`config.mk`:
```
export PLATFORM = sky130hd
export DESIGN_NAME = lcd_nibble_port
export DESIGN_NICKNAME = d
export VERILOG_FILES = /design/src/rtl/lcd_nibble_port.sv
export SDC_FILE = /design/constraint.sdc
export NUM_CORES = 1
export LEC_CHECK = 0
export BUFFER_PORTS_ARGS = -buffer_cell sky130_fd_sc_hd__clkbuf_2
export CORE_UTILIZATION = 48
export CTS_CLUSTER_DIAMETER = 40
export CTS_CLUSTER_SIZE = 16
export DETAILED_ROUTE_END_ITERATION = 6
export PLACE_DENSITY = 0.84
export RECOVER_POWER = 100
export SYNTH_ARGS = -nofsm -noshare
export SYNTH_HDL_FRONTEND = slang
export SYNTH_SLANG_ARGS = --single-unit
```
`constraint.sdc`:
```
create_clock -name clk -period 4.21 [get_ports clk]
set_input_delay 0 -clock clk [delete_from_list [all_inputs] [get_ports clk]]
set_output_delay 0 -clock clk [all_outputs]
set_load 0.02 [all_outputs]
```
`src/rtl/lcd_nibble_port.sv`:
```
module lcd_nibble_port #(
  parameter int SETUP_CYC  = 4,
  parameter int STROBE_CYC = 60,
  parameter int HOLD_CYC   = 4
) (
  input  logic        clk,
  input  logic        rst_n,
  input  logic        bus_sel,
  input  logic        bus_wr,
  input  logic [4:0]  bus_addr,
  input  logic [31:0] bus_wdata,
  output logic [31:0] bus_rdata,
  output logic        bus_ready,
  output logic        irq,
  output logic        lcd_rs,
  output logic        lcd_rw,
  output logic        lcd_en,
  output logic [3:0]  lcd_d_out,
  output logic        lcd_d_oe,
  input  logic [3:0]  lcd_d_in
);
  localparam int MAXC = (STROBE_CYC > SETUP_CYC) ?
                        ((STROBE_CYC > HOLD_CYC) ? STROBE_CYC : HOLD_CYC) :
                        ((SETUP_CYC > HOLD_CYC) ? SETUP_CYC : HOLD_CYC);
  localparam int CW = (MAXC > 1) ? $clog2(MAXC) : 1;

  typedef enum logic [2:0] {IDLE, SETUP, STROBE, HOLD, GAP} st_t;

  st_t           st;
  logic [CW-1:0] cnt;
  logic          rs_q, rw_q, second_q, valid_q, hi_q, mask_q;
  logic [3:0]    dq, nib_q;

  logic [2:0] sel_reg;
  assign sel_reg = bus_addr[4:2];

  logic hit_cmd, hit_dat, hit_raw, hit_msk, needs_fsm, go, wr;
  assign hit_cmd   = sel_reg == 3'd0;
  assign hit_dat   = sel_reg == 3'd1;
  assign hit_raw   = sel_reg == 3'd3;
  assign hit_msk   = sel_reg == 3'd4;
  assign wr        = bus_sel & bus_wr;
  assign needs_fsm = bus_sel & (bus_wr ? (hit_cmd | hit_dat) : hit_cmd);
  assign bus_ready = !(needs_fsm && st != IDLE);
  assign go        = needs_fsm && st == IDLE;

  assign irq       = valid_q & hi_q & mask_q;
  assign lcd_en    = st == STROBE;
  assign lcd_rs    = rs_q;
  assign lcd_rw    = rw_q;
  assign lcd_d_out = dq;
  assign lcd_d_oe  = ~rw_q;

  always_ff @(posedge clk) begin
    if (!rst_n) begin
      st <= IDLE; cnt <= '0; rs_q <= 1'b0; rw_q <= 1'b0; dq <= '0;
      second_q <= 1'b0; valid_q <= 1'b0; hi_q <= 1'b0; nib_q <= '0;
      mask_q <= 1'b0;
    end else begin
      if (wr && hit_msk) mask_q <= bus_wdata[0];
      if (wr && hit_raw && bus_wdata == 32'd0) begin
        valid_q <= 1'b0;
        hi_q    <= 1'b0;
      end
      case (st)
        IDLE: if (go) begin
          st       <= SETUP;
          cnt      <= CW'(SETUP_CYC - 1);
          rs_q     <= bus_wr & hit_dat;
          rw_q     <= ~bus_wr;
          dq       <= bus_wr ? bus_wdata[7:4] : 4'd0;
          second_q <= 1'b0;
        end
        SETUP: if (cnt == '0) begin
          st  <= STROBE;
          cnt <= CW'(STROBE_CYC - 1);
        end else cnt <= cnt - 1'b1;
        STROBE: if (cnt == '0) begin
          st  <= HOLD;
          cnt <= CW'(HOLD_CYC - 1);
          if (rw_q) begin
            nib_q   <= lcd_d_in;
            valid_q <= 1'b1;
            hi_q    <= ~second_q;
          end
        end else cnt <= cnt - 1'b1;
        HOLD: if (cnt == '0) begin
          if (rw_q && !second_q) st <= GAP;
          else begin
            st   <= IDLE;
            rw_q <= 1'b0;
          end
        end else cnt <= cnt - 1'b1;
        GAP: if (!valid_q) begin
          st       <= SETUP;
          cnt      <= CW'(SETUP_CYC - 1);
          second_q <= 1'b1;
        end
        default: st <= IDLE;
      endcase
    end
  end

  always_comb begin
    bus_rdata = '0;
    case (sel_reg)
      3'd2: bus_rdata[7:4] = nib_q;
      3'd3: bus_rdata[8]   = valid_q;
      3'd4: bus_rdata[0]   = mask_q;
      3'd5: bus_rdata[0]   = irq;
      default: bus_rdata = '0;
    endcase
  end
endmodule

```
## Word level (Yosys, flattened, before mapping)

Cells that the tools add are included.

| word-level totals | value |
|---|---|
| flip-flop bits (word level) | 23 |
| output and inout port bits | 42 |
| logic and storage cells | 91 |

| operators by class | value |
|---|---|
| add/sub/neg operators | 1 |
| equality and inequality tests | 16 |
| muxes and demuxes | 33 |
| bitwise logic cells | 9 |
| reduce and logical (&&, ||, !) cells | 22 |

Operators with widths:

| kind | number |
|---|---|
| zero test 32 bit | 1 |
| 2-to-1 mux 6 bit | 5 |
| case mux 6 bit (5 select lines) | 1 |
| 2-to-1 mux 3 bit | 6 |
| 2-to-1 mux 1 bit | 15 |
| case mux 3 bit (5 select lines) | 1 |
| == test 3 x 2 -> 1 bit (second input constant) | 4 |
| inequality test 2 bit (second input constant) | 6 |
| == test 3 bit (second input constant) | 3 |
| 2-to-1 mux 4 bit | 2 |
| AND reduction 4 bit | 2 |
| == test 3 x 1 -> 1 bit (second input constant) | 2 |
| logical AND 1 bit | 6 |
| zero test 3 bit | 2 |
| zero test 6 bit | 1 |
| case mux 1 bit (2 select lines) | 3 |
| AND reduction 3 bit | 2 |
| subtractor 6 x 1 -> 6 bit (second input constant) | 1 |
| bitwise AND 1 bit | 5 |
| AND reduction 5 bit | 1 |
| nonzero test 5 bit | 1 |
| nonzero test 2 bit | 2 |
| NOT 1 bit | 3 |
| nonzero test 3 bit | 1 |
| other kinds (4) | 5 |

## Logic depth before layout (Yosys ltp)

Gate-level depths: netlist of run 1.

| logic depth | value |
|---|---|
| depth after elaboration | 7 |
| depth in mapped cells | 7 |
| depth with buffers taken out | 6 |

## Worst setup path before layout of run 1

OpenSTA, ideal clock, no wires.

| path | value |
|---|---|
| path type | reg-to-reg |
| from | register st[1] |
| to | register nib_q[0] |
| arrival | 1569 ps |
| required time | 4082 ps |
| slack | 2513 ps |
| cell stages (with the launch flop) | 6 |
| path buffers | 1 |
| cells stage by stage | dfxtp_1 -> nor3b_1 -> and4_1 -> buf_2 -> mux2i_1 -> nor2_1 |

| between the ends | value |
|---|---|
| cells in the longest elaborated chain, start to end | 2 |

RTL lines:

| item | line | RTL |
|---|---|---|
| from (decl) | 29 | `st_t st;` |
| from (signal assigned) | 56 | `st <= IDLE; cnt <= '0; rs_q <= 1'b0; rw_q <= 1'b0; dq <= '0;` |
| from (signal assigned) | 67 | `st <= SETUP;` |
| from (signal assigned) | 75 | `st <= STROBE;` |
| == test 3 x 2 -> 1 bit | n/a |  |
| via lcd_en | 17 | `output logic lcd_en,` |
| AND reduction 3 bit (no source line) | n/a |  |
| to (signal assigned) | 82 | `nib_q <= lcd_d_in;` |
| to (decl) | 32 | `logic [3:0] dq, nib_q;` |

The timed path passes the listed nets, and every way through them passes these cells.
A chain may end at the register's enable or synchronous reset.

## Worst setup path after layout of run 1

| path | value |
|---|---|
| from | register cnt[0] |
| to | register st[2] |

| between the ends | value |
|---|---|
| cells in the longest elaborated chain, start to end | 3 |

RTL lines:

| item | line | RTL |
|---|---|---|
| from (decl) | 30 | `logic [CW-1:0] cnt;` |
| from (signal assigned) | 68 | `cnt <= CW'(SETUP_CYC - 1);` |
| from (signal assigned) | 76 | `cnt <= CW'(STROBE_CYC - 1);` |
| from (signal assigned) | 77 | `end else cnt <= cnt - 1'b1;` |
| zero test 6 bit * | 74, 78, 87 |  |
| inequality test 2 bit (no source line) or inequality test 2 x 1 -> 1 bit (tied branches) | n/a |  |
| AND reduction 5 bit (no source line) * | n/a |  |
| to (signal assigned) | 75 |  |
| to (signal assigned) | 79 | `st <= HOLD;` |
| to (signal assigned) | 88 | `if (rw_q && !second_q) st <= GAP;` |

Every way passes the cells marked *; elsewhere a longest branch is shown, timed or not.

==> qor.txt, run 1 <==
Clock sinks - 23
Hold EP - lcd_d_out[0]
Total Routing Usage GR - 19.6%
Worst skew pair latency - 0.32 ns
Tcrit/Tclk final - 58.0%
Final setup fails - 0
Vias in the first global route - 1301
Simple-Gate Fraction of Synth Area - 31.1%
CP Launch Type - register
Reg-to-Reg End - st[2]
Die W - 58.9 um
Initial core utilization - 50.9%
HP Start - bus_wr
Placeable Area - 3050 um^2
Most common cell after layout, fill and taps aside - clkbuf_2
Fin area - 1840 um^2
Min-Delay Path Class - input pin to register
Number of flops mapped to enable cells by yosys - 0
DRT Pass-1 Iters - 4
Mux contribution to synthesized area - 4.51%
Sw Pwr - 0.321 mW
Clock-pin slew on the worst setup and hold paths - 0.13 ns
R2R Path Start - cnt[0]
Actual slew at the worst max-slew pin - 0.939 ns
Mapped Avg Cell Area - 8.13 um^2
Ys Warns - 0
Sequential element share of the synthesized area - 29.7%
DR vias - 1528
CTS tree - done
Share of layout cells above drive strength 1 - 21.3%
Compound-Gate Fraction of Synth Area - 17.0%
WL final - 3.49 mm
Flop pwr share - 39.9%
Reg2Reg Setup Slack - 1.77 ns
Largest family of logic cells by synthesized area - simple AND/OR/NAND/NOR gates
Worst VDD drop - 0.000367 V
Die height - 58.9 um
Site row count - 20
Critical Path RT - 4.45 ns
Most frequent cells in the layout - clkbuf_2 (45), conb_1 (26), dfxtp_1 (23)
Aggregate global routing overflow - 0
Detailed Place HPWL - 2.61 mm
Io pins - 87
# resized after CTS - 0
Hold violation count in the final report - 0
Crit path capture type - register
Clk network pwr share - 14.2%
Main synth FF type - dfxtp_1
Rel. slew slack - 36.5%
RePlAce Congestion - 0.856
Sw Share - 43.3%
CTS Buf Count - 3
Tmin final - 2.44 ns
Yosys cell types - 48
Die Area - 3470 um^2
Internal Power - 0.421 mW
Clock Tree Root - clkbuf_4
H-tree Lvls - 1
Critical path peak fanout - 6
Synth Instances - 191
Asr flop ratio synth - 0%
R2R cell count - 6
DRT iter0 DRCs - 51
XOR/XNOR share of the synthesized area - 0.564%
Logic pwr share - 45.8%
Arr. time, crit path - 2.68 ns
Status - finished, final reports clean
#FFs+latches synth - 23
Initial antenna violation count - 0
Antenna cells - 0
First-pass GRT wire length - 5.28 mm
Pleak - 0.793 nW
CTS max path bufs - 2
Max_cap viols - 0
F_max - 409 MHz
Worst Clk Skew - 0.00354 ns
Power Density - 403 nW/um^2
Final setup TNS - 0 ns
Post-DP Area - 1760 um^2
Layout area overhead - 18.5%
DRC - 0
Synth Area in Adders - 0.806%
Drt wl/cell - 11.7 um
Post-synthesis cell area - 1550 um^2
IO Port Bufs - 58
RSZ-0062 raised after global routing - no
Vias per inst - 5.13
Hold Path Depth - 3
Max-slew violation total from the final report - 0
CP Class - register to register
Antenna-violating nets left - 0
Largest net degree at the start of global routing - 15
Final nets - 301
-- synth_stat cells (5+ instances only) --
master	instances	share of area, %
inv_1	5	1.2
nand3_1	6	1.9
dfxtp_1	23	30
nor3_1	6	1.9
nand4_1	7	2.8
buf_2	5	1.6
nand2_1	14	3.4
buf_4	26	13
and2_1	6	2.4
nor4_1	8	3.2
mux2i_1	7	4.5
nor2_1	15	3.6
a21oi_1	12	3.9
-- registers in the layout (all words and copies together), names as in the netlist --
name       cells
lcd_rw         1
hi_q           1
st             3
nib_q          4
valid_q        1
cnt            6
lcd_rs         1
mask_q         1
second_q       1
lcd_d_out      4
-- kinds of logic (layout without fill, tap and decap cells) --
logic type / Yosys count / count (layout)
other: 1 / 26
AO/OA/AOI/OAI: 35 / 35
adder cells (fa/ha/maj): 1 / 1
multiplexers: 7 / 7
XOR/XNOR: 1 / 1
buffers and inverters: 39 / 77
AND/OR/NAND/NOR: 84 / 84
flip-flops: 23 / 23
-- final cells by class --
type,instances,area (um^2)
fill,293,1210
multi-input combinational,154,905
sequential,23,460
timing repair buffer,68,374
tap,44,55.1
clock buffer,3,22.5
inverter,5,18.8
clock inverter,1,5.00
-- timing repair --
item | in CTS | in global routing
endpoints found under the hold margin | 10 | 0
hold buffers | 10 | 0
buffers inserted | 0 | 0
-- worst max-delay path by stage --
| stage | start | slack [ns] | to | cells after the start |
|---|---|---|---|---|
| floorplan | st[1] | 2.51 | nib_q[0] | 5 |
| finish | cnt[0] | 1.77 | st[2] | 6 |
| global placement | cnt[0] | 2.42 | cnt[2] | 6 |
| global route | cnt[0] | 1.58 | st[2] | 6 |
| detailed placement | cnt[0] | 2.38 | cnt[3] | 6 |
| CTS | cnt[0] | 2.36 | cnt[3] | 6 |
-- power by group through the flow --
stage                     Combinational, mW  Sequential (mW)  Clock [mW]
final                                 0.340            0.296       0.106
after CTS                             0.370            0.300       0.109
after global placement                0.354            0.303           0
after detailed placement              0.363            0.305           0
after global routing                  0.385            0.303       0.117
after floorplan                       0.323            0.282           0
-- worst max-delay path, cell delays in order, from the launching register on --
cell and delay [ns]:
dfxtp_1 0.36, inv_1 0.07, ha_1 0.22, nor4b_1 0.78
a21oi_1 0.33, a211o_1 0.37, o31ai_1 0.23
-- per-layer routing --
layer | vias up | part of all wire, % | track usage, %
met5 | - | 0 | 0
met4 | 0 | 1.1 | 5.44
met3 | 4 | 5.9 | 4.40
met2 | 64 | 48 | 34.4
met1 | 690 | 45 | 24.0
li1 | 770 | - | -
-- metrics by stage --
step                std cells  hold slack [ns]  utilization, %  total power, mW  setup slack, ns
detailed placement        284            0.248            57.7            0.668             2.38
CTS                       298           0.0136            61.8            0.779             2.36
global placement          284            0.240            57.7            0.657             2.42
finish                    298           0.0178            60.3            0.742             1.77
global route              298           0.0358            60.3            0.805             1.58
floorplan                 216            0.129               -            0.604             2.51
No activity file was read; power rests on OpenSTA's default activity.
==> inputs of run 2 (changes only) <==
ABC_AREA = 1   (was unset)
CORE_UTILIZATION = 45   (was 48)
PLACE_DENSITY = 0.78   (was 0.84)
clock period = 2.3 ns   (was 4.21 ns; I/O delays follow)
==> run 2 against run 1 <==
Against the previous run:
- final area grew 4.6%
- cell count is 23% higher
- worst hold slack lost 0.0020 ns
- clock-buffer cell count is the same
- clock power grew 82%
- non-clock buffer count did not move
- via count rose by 10%
- critical endpoint is now lcd_rs
- largest power group unchanged
==> qor.txt, run 2 <==
Hold violation count in the final report - 0 (unchanged)
DRT Pass-1 Iters - 4 (unchanged)
CTS tree - done
Final nets - 369 (+23%)
Met2 wire len - 1.85 mm (+10%)
Antenna cells - 0 (unchanged)
Max reg flops - 6 (unchanged)
Clock Tree Root - clkbuf_4
DR WL met3 - 210 um (+2.4%)
Synth Instances - 254 (+33%)
Max_cap viols - 0 (unchanged)
RePlAce Congestion - 0.815 (-4.7%)
Synth top area share - 28.6% (-1.0 points)
Most flops, register - cnt
Sw Pwr - 0.805 mW (+150%)
# resized after CTS - 0 (unchanged)
H-tree Lvls - 1 (unchanged)
First-pass GRT wire length - 5.96 mm (+13%)
Total Routing Usage GR - 20.6% (+0.92 points)
M1 WL - 1.49 mm (-5.2%)
Worst VDD drop - 0.000507 V (+38%)
DRT iter0 DRCs - 63 (+24%)
CP Launch Type - register
Arr. time, crit path - 2.04 ns (-0.64 ns)
Pleak - 0.886 nW (+12%)
Initial core utilization - 47.5% (-3.4 points)
Tcrit/Tclk final - 78.9% (+21 points)
RSZ-0062 raised after global routing - no
CP Class - register to register
Vias per inst - 4.58 (-11%)
Asr flop ratio synth - 0% (unchanged)
Most frequent cells in the layout - nor2_1 (53), nand2_1 (53), clkbuf_2 (41)
Fin area - 1930 um^2 (+4.6%)
Clock sinks - 23 (unchanged)
Clk network pwr share - 11.6% (-2.6 points)
Ys Warns - 0 (unchanged)
Top post-synthesis cells by area - dfxtp_1 (29%), nand2_1 (12%), buf_4 (12%)
Drt wl/cell - 9.67 um (-18%)
Flop pwr share - 33.4% (-6.5 points)
Vias in the first global route - 1464 (+13%)
Clock-pin slew on the worst setup and hold paths - 0.13 ns (about the same)
Final setup fails - 0 (unchanged)
Top post-synthesis cells by count - nand2_1 (53), nor2_1 (51), buf_4 (26)
Main synth FF type - dfxtp_1
Sw Share - 48.6% (+5.4 points)
Initial antenna violation count - 0 (unchanged)
Number of flops mapped to enable cells by yosys - 0 (unchanged)
DRC - 0 (unchanged)
Most common cell in the netlist - nand2_1
Worst skew pair latency - 0.31 ns (about the same)
Logic pwr share - 55.0% (+9.2 points)
Rel. slew slack - 66.0% (+29 points)
F_max - 551 MHz (+35%)
Share of layout cells above drive strength 1 - 18.6% (-2.6 points)
#FFs+latches synth - 23 (unchanged)
Tot Pwr - 1.66 mW (+120%)
Min-Delay Path Class - input pin to register
Status - finished, final reports clean
Tmin final - 1.81 ns (-0.628 ns)
Max-slew violation total from the final report - 0 (unchanged)
CTS Buf Count - 3 (unchanged)
Layout area overhead - 19.7%
Post-synthesis cell area - 1610 um^2 (+3.6%)
DR top layer - met4
DR vias - 1685 (+10%)
Critical Path RT - 2.52 ns (-1.93 ns)
Crit path capture type - register
Critical path peak fanout - 7 (+1)
Largest net degree at the start of global routing - 16 (+1)
Worst Clk Skew - 0.00188 ns (-0.00166 ns)
Final setup TNS - 0 ns (unchanged)
Post-DP Area - 1840 um^2 (+4.3%)
Placeable Area - 3390 um^2 (+11%)
IO Port Bufs - 58 (unchanged)
Yosys cell types - 29 (-40%)
Detailed Place HPWL - 2.72 mm (+4.4%)
Sequential element share of the synthesized area - 28.6% (-1.0 points)
Power Density - 860 nW/um^2 (+110%)
Actual slew at the worst max-slew pin - 0.510 ns (-0.429 ns)
Site row count - 21 (+5.0%)
FILL cells - 366 (+25%)
Synth area leader - dfxtp_1
Die Area - 3820 um^2 (+10%)
Die height - 61.8 um (+5.0%)
Mapped Avg Cell Area - 6.33 um^2 (-22%)
Aggregate global routing overflow - 0 (unchanged)
Io pins - 87 (unchanged)
WL final - 3.56 mm (+1.8%)
Antenna-violating nets left - 0 (unchanged)
CTS max path bufs - 2 (unchanged)
Hold slack - 0.0158 ns (-0.00195 ns)
Internal Power - 0.850 mW (+100%)
Die W - 61.8 um (+5.0%)
## run 2: cell families after synthesis
| logic type | share of synthesized area (%) |
|---|---|
| buffers and inverters | 20.0 |
| other | 0.233 |
| AND/OR/NAND/NOR | 38.3 |
| AO/OA/AOI/OAI | 12.1 |
| adder cells (fa/ha/maj) | 0.777 |
| flip-flops | 28.6 |
## run 2: per-stage QoR
stage          worst slack, ns  utilization, %  cells
3_3_place_gp             0.774            54.2    354
6_report                 0.485            56.8    368
3_5_place_dp             0.734            54.2    354
5_1_grt                  0.347            56.8    368
4_1_cts                  0.709            58.0    368
2_1_floorplan            0.791               -    279
## run 2: layer usage
metal / GRT usage (%) / vias up
li1: - / 886
met1: 26.0 / 733
met2: 36.4 / 64
met3: 4.35 / 2
met4: 3.49 / 0
met5: 0 / -
## run 2: critical path, stage by stage (launching register included)
cell,delay (ns)
dfxtp_1,0.36
inv_1,0.12
nand2_1,0.10
nor2_1,0.30
inv_2,0.07
nor2_1,0.35
inv_1,0.21
a21oi_1,0.16
nor2_1,0.05
## run 2: what timing repair did
item	CTS	global route
buffers inserted	0	0
hold endpoints to repair	10	0
setup endpoints to repair	0	0
hold buffers	10	0
## run 2: path summary, 6_finish.rpt
check        cells after the start      from  slack [ns]            to
max                              8     st[0]        0.49        lcd_rs
max reg2reg                      8     st[0]        0.49        lcd_rs
min reg2reg                      2  nib_q[1]        0.47      nib_q[1]
min                              3    bus_wr        0.02  lcd_d_out[3]
## run 2: cell type report
type	instances	area, um^2	share of cell area, %
Clock inverter	1	7.51	0.390
Inverter	28	106	5.52
Clock buffer	3	22.5	1.17
Tap cell	46	57.6	2.99
Multi-Input combinational cell	199	902	46.8
Timing Repair Buffer	68	369	19.2
Sequential cell	23	460	23.9
## run 2: power by group through the flow
stage	registers [mW]	logic, mW	clock network (mW)
floorplan	0.548	0.772	0
global placement	0.558	0.905	0
detailed placement	0.559	0.925	0
CTS	0.550	0.946	0.202
global route	0.565	1.05	0.217
finish	0.553	0.910	0.193
==> inputs of run 3 (changes only) <==
clock period = 1.85 ns   (was 2.3 ns; I/O delays follow)
==> run 3 against run 2 <==
Against the previous run:
- via count fell by 2.3%
- cell count fell by 0.27%
- setup slack got worse by 0.23 ns
- global-route usage rose by 0.12 points
- critical path depth fell by 1
- first-iteration DRC count fell by 14%
- sequential power rose by 24%
- combinational power rose by 24%
- non-clock buffer count fell by 1
- critical endpoint is now cnt[0]
- register-to-register slack got worse by 0.23 ns
- wire length fell by 0.37%
- highest routed layer is now met3
==> qor.txt, run 3 (synthesis gave the netlist of run 2 again) <==
Status - finished, final reports clean
Max_cap viols - 0 (unchanged)
RePlAce Congestion - 0.806 (-1.2%)
Vias in the first global route - 1522 (+4.0%)
Worst Clk Skew - 0.00665 ns (+0.00477 ns)
Max-slew violation total from the final report - 0 (unchanged)
Aggregate global routing overflow - 0 (unchanged)
H-tree Lvls - 1 (unchanged)
Die Area - 3820 um^2 (unchanged)
HP Start - bus_wr
Layout area overhead - 19.0%
Rel. slew slack - 66.5% (+0.56 points)
Clock-pin slew on the worst setup and hold paths - 0.14 ns (about the same)
R2R Path Start - cnt[0]
# resized after CTS - 0 (unchanged)
CTS max path bufs - 2 (unchanged)
Clk network pwr share - 11.8% (+0.2 points)
Tmin final - 1.60 ns (-0.215 ns)
Most flops, register - cnt
Placeable Area - 3390 um^2 (unchanged)
Worst VDD drop - 0.000491 V (-3.1%)
Initial antenna violation count - 0 (unchanged)
Final nets - 368 (-0.27%)
Vias per inst - 4.49 (-2.0%)
Power Density - 1070 nW/um^2 (+25%)
Start point of the critical path - cnt[0]
Tcrit/Tclk final - 86.4% (+7.6 points)
Critical Path RT - 2.10 ns (-0.42 ns)
F_max - 625 MHz (+13%)
Share of layout cells above drive strength 1 - 19.6% (+0.99 points)
CP Class - register to register
Arr. time, crit path - 1.85 ns (-0.19 ns)
Worst skew pair latency - 0.31 ns (about the same)
DRT iter0 DRCs - 54 (-14%)
FILL cells - 357 (-2.5%)
Die W - 61.8 um (unchanged)
Io pins - 87 (unchanged)
Final setup TNS - 0 ns (unchanged)
Flop pwr share - 33.3% (about the same)
Site row count - 21 (unchanged)
Clock Tree Root - clkbuf_4
Detailed Place HPWL - 2.76 mm (+1.2%)
Die height - 61.8 um (unchanged)
Final setup fails - 0 (unchanged)
Tot Pwr - 2.05 mW (+24%)
CTS tree - done
Drt wl/cell - 9.66 um (about the same)
Actual slew at the worst max-slew pin - 0.501 ns (-0.00835 ns)
DRC - 0 (unchanged)
Logic pwr share - 54.9% (about the same)
Min-Delay Path Class - input pin to register
Max reg flops - 6 (unchanged)
Sw Pwr - 1.00 mW (+25%)
Most frequent cells in the layout - nor2_1 (53), nand2_1 (53), clkbuf_2 (42)
Critical path peak fanout - 7 (unchanged)
DR vias - 1647 (-2.3%)
Sw Share - 48.8% (+0.20 points)
DRT Pass-1 Iters - 4 (unchanged)
CP Launch Type - register
Hold violation count in the final report - 0 (unchanged)
Largest net degree at the start of global routing - 16 (unchanged)
First-pass GRT wire length - 6.07 mm (+1.7%)
Crit path capture type - register
Internal Power - 1.05 mW (+24%)
Antenna cells - 0 (unchanged)
Antenna-violating nets left - 0 (unchanged)
Total Routing Usage GR - 20.7% (+0.12 points)
IO Port Bufs - 58 (unchanged)
WL final - 3.55 mm (-0.37%)
Initial core utilization - 47.5% (unchanged)
Pleak - 0.895 nW (+0.98%)
Clock sinks - 23 (unchanged)
CTS Buf Count - 3 (unchanged)
RSZ-0062 raised after global routing - no
run 3: area by class of cell:
cell class / count / area [um^2] / area share, %
Timing Repair Buffer: 67 / 360 / 18.8
Sequential cell: 23 / 460 / 24.1
Clock inverter: 1 / 5.00 / 0.261
Clock buffer: 3 / 22.5 / 1.18
Multi-Input combinational cell: 199 / 902 / 47.1
Inverter: 28 / 106 / 5.56
Tap cell: 46 / 57.6 / 3.01
run 3: routing by layer:
metal | vias to the layer above | track usage, % | part of all wire [%] | wire length [um]
met4 | 0 | 2.86 | 0 | 0
li1 | 883 | - | - | -
met3 | 0 | 3.93 | 5.5 | 194
met1 | 710 | 24.7 | 43 | 1510
met5 | - | 0 | 0 | 0
met2 | 54 | 39.0 | 52 | 1840
run 3: power groups by stage:
stage,clock (mW),combinational [mW],sequential [mW]
floorplan,0,0.959,0.681
global placement,0,1.13,0.693
detailed placement,0,1.15,0.697
CTS,0.244,1.17,0.686
global route,0.260,1.31,0.700
finish,0.243,1.13,0.684
run 3: repair_timing:
action	in CTS	in global routing
buffers inserted	0	0
hold buffers	9	0
setup endpoints to repair	0	0
endpoints found under the hold margin	9	0
run 3: path summary, 6_finish.rpt:
check                 endpoint  slack (ns)  depth (start not counted)
setup reg to reg        cnt[0]        0.25                          7
hold reg to reg       nib_q[1]        0.47                          2
setup / recovery        cnt[0]        0.25                          7
hold / removal    lcd_d_out[2]       0.009                          3
run 3: critical path: stages (launching register included):
cell      delay, ns
dfxtp_1        0.38
inv_1          0.10
ha_1           0.26
nand3_2        0.17
o21bai_1       0.09
nor2_1         0.31
o21ai_0        0.12
nor2_1         0.11
run 3: through the flow:
step / utilization (%) / worst slack [ns] / hold WS (ns) / cell area [um^2] / instances
after floorplan: - / 0.341 / 0.127 / 1700 / 279
after global placement: 54.2 / 0.343 / 0.264 / 1840 / 354
after detailed placement: 54.2 / 0.265 / 0.270 / 1840 / 354
after CTS: 57.6 / 0.253 / 0.00708 / 1950 / 367
after global routing: 56.5 / 0.0775 / 0.0257 / 1910 / 367
final: 56.5 / 0.251 / 0.00934 / 1910 / 367
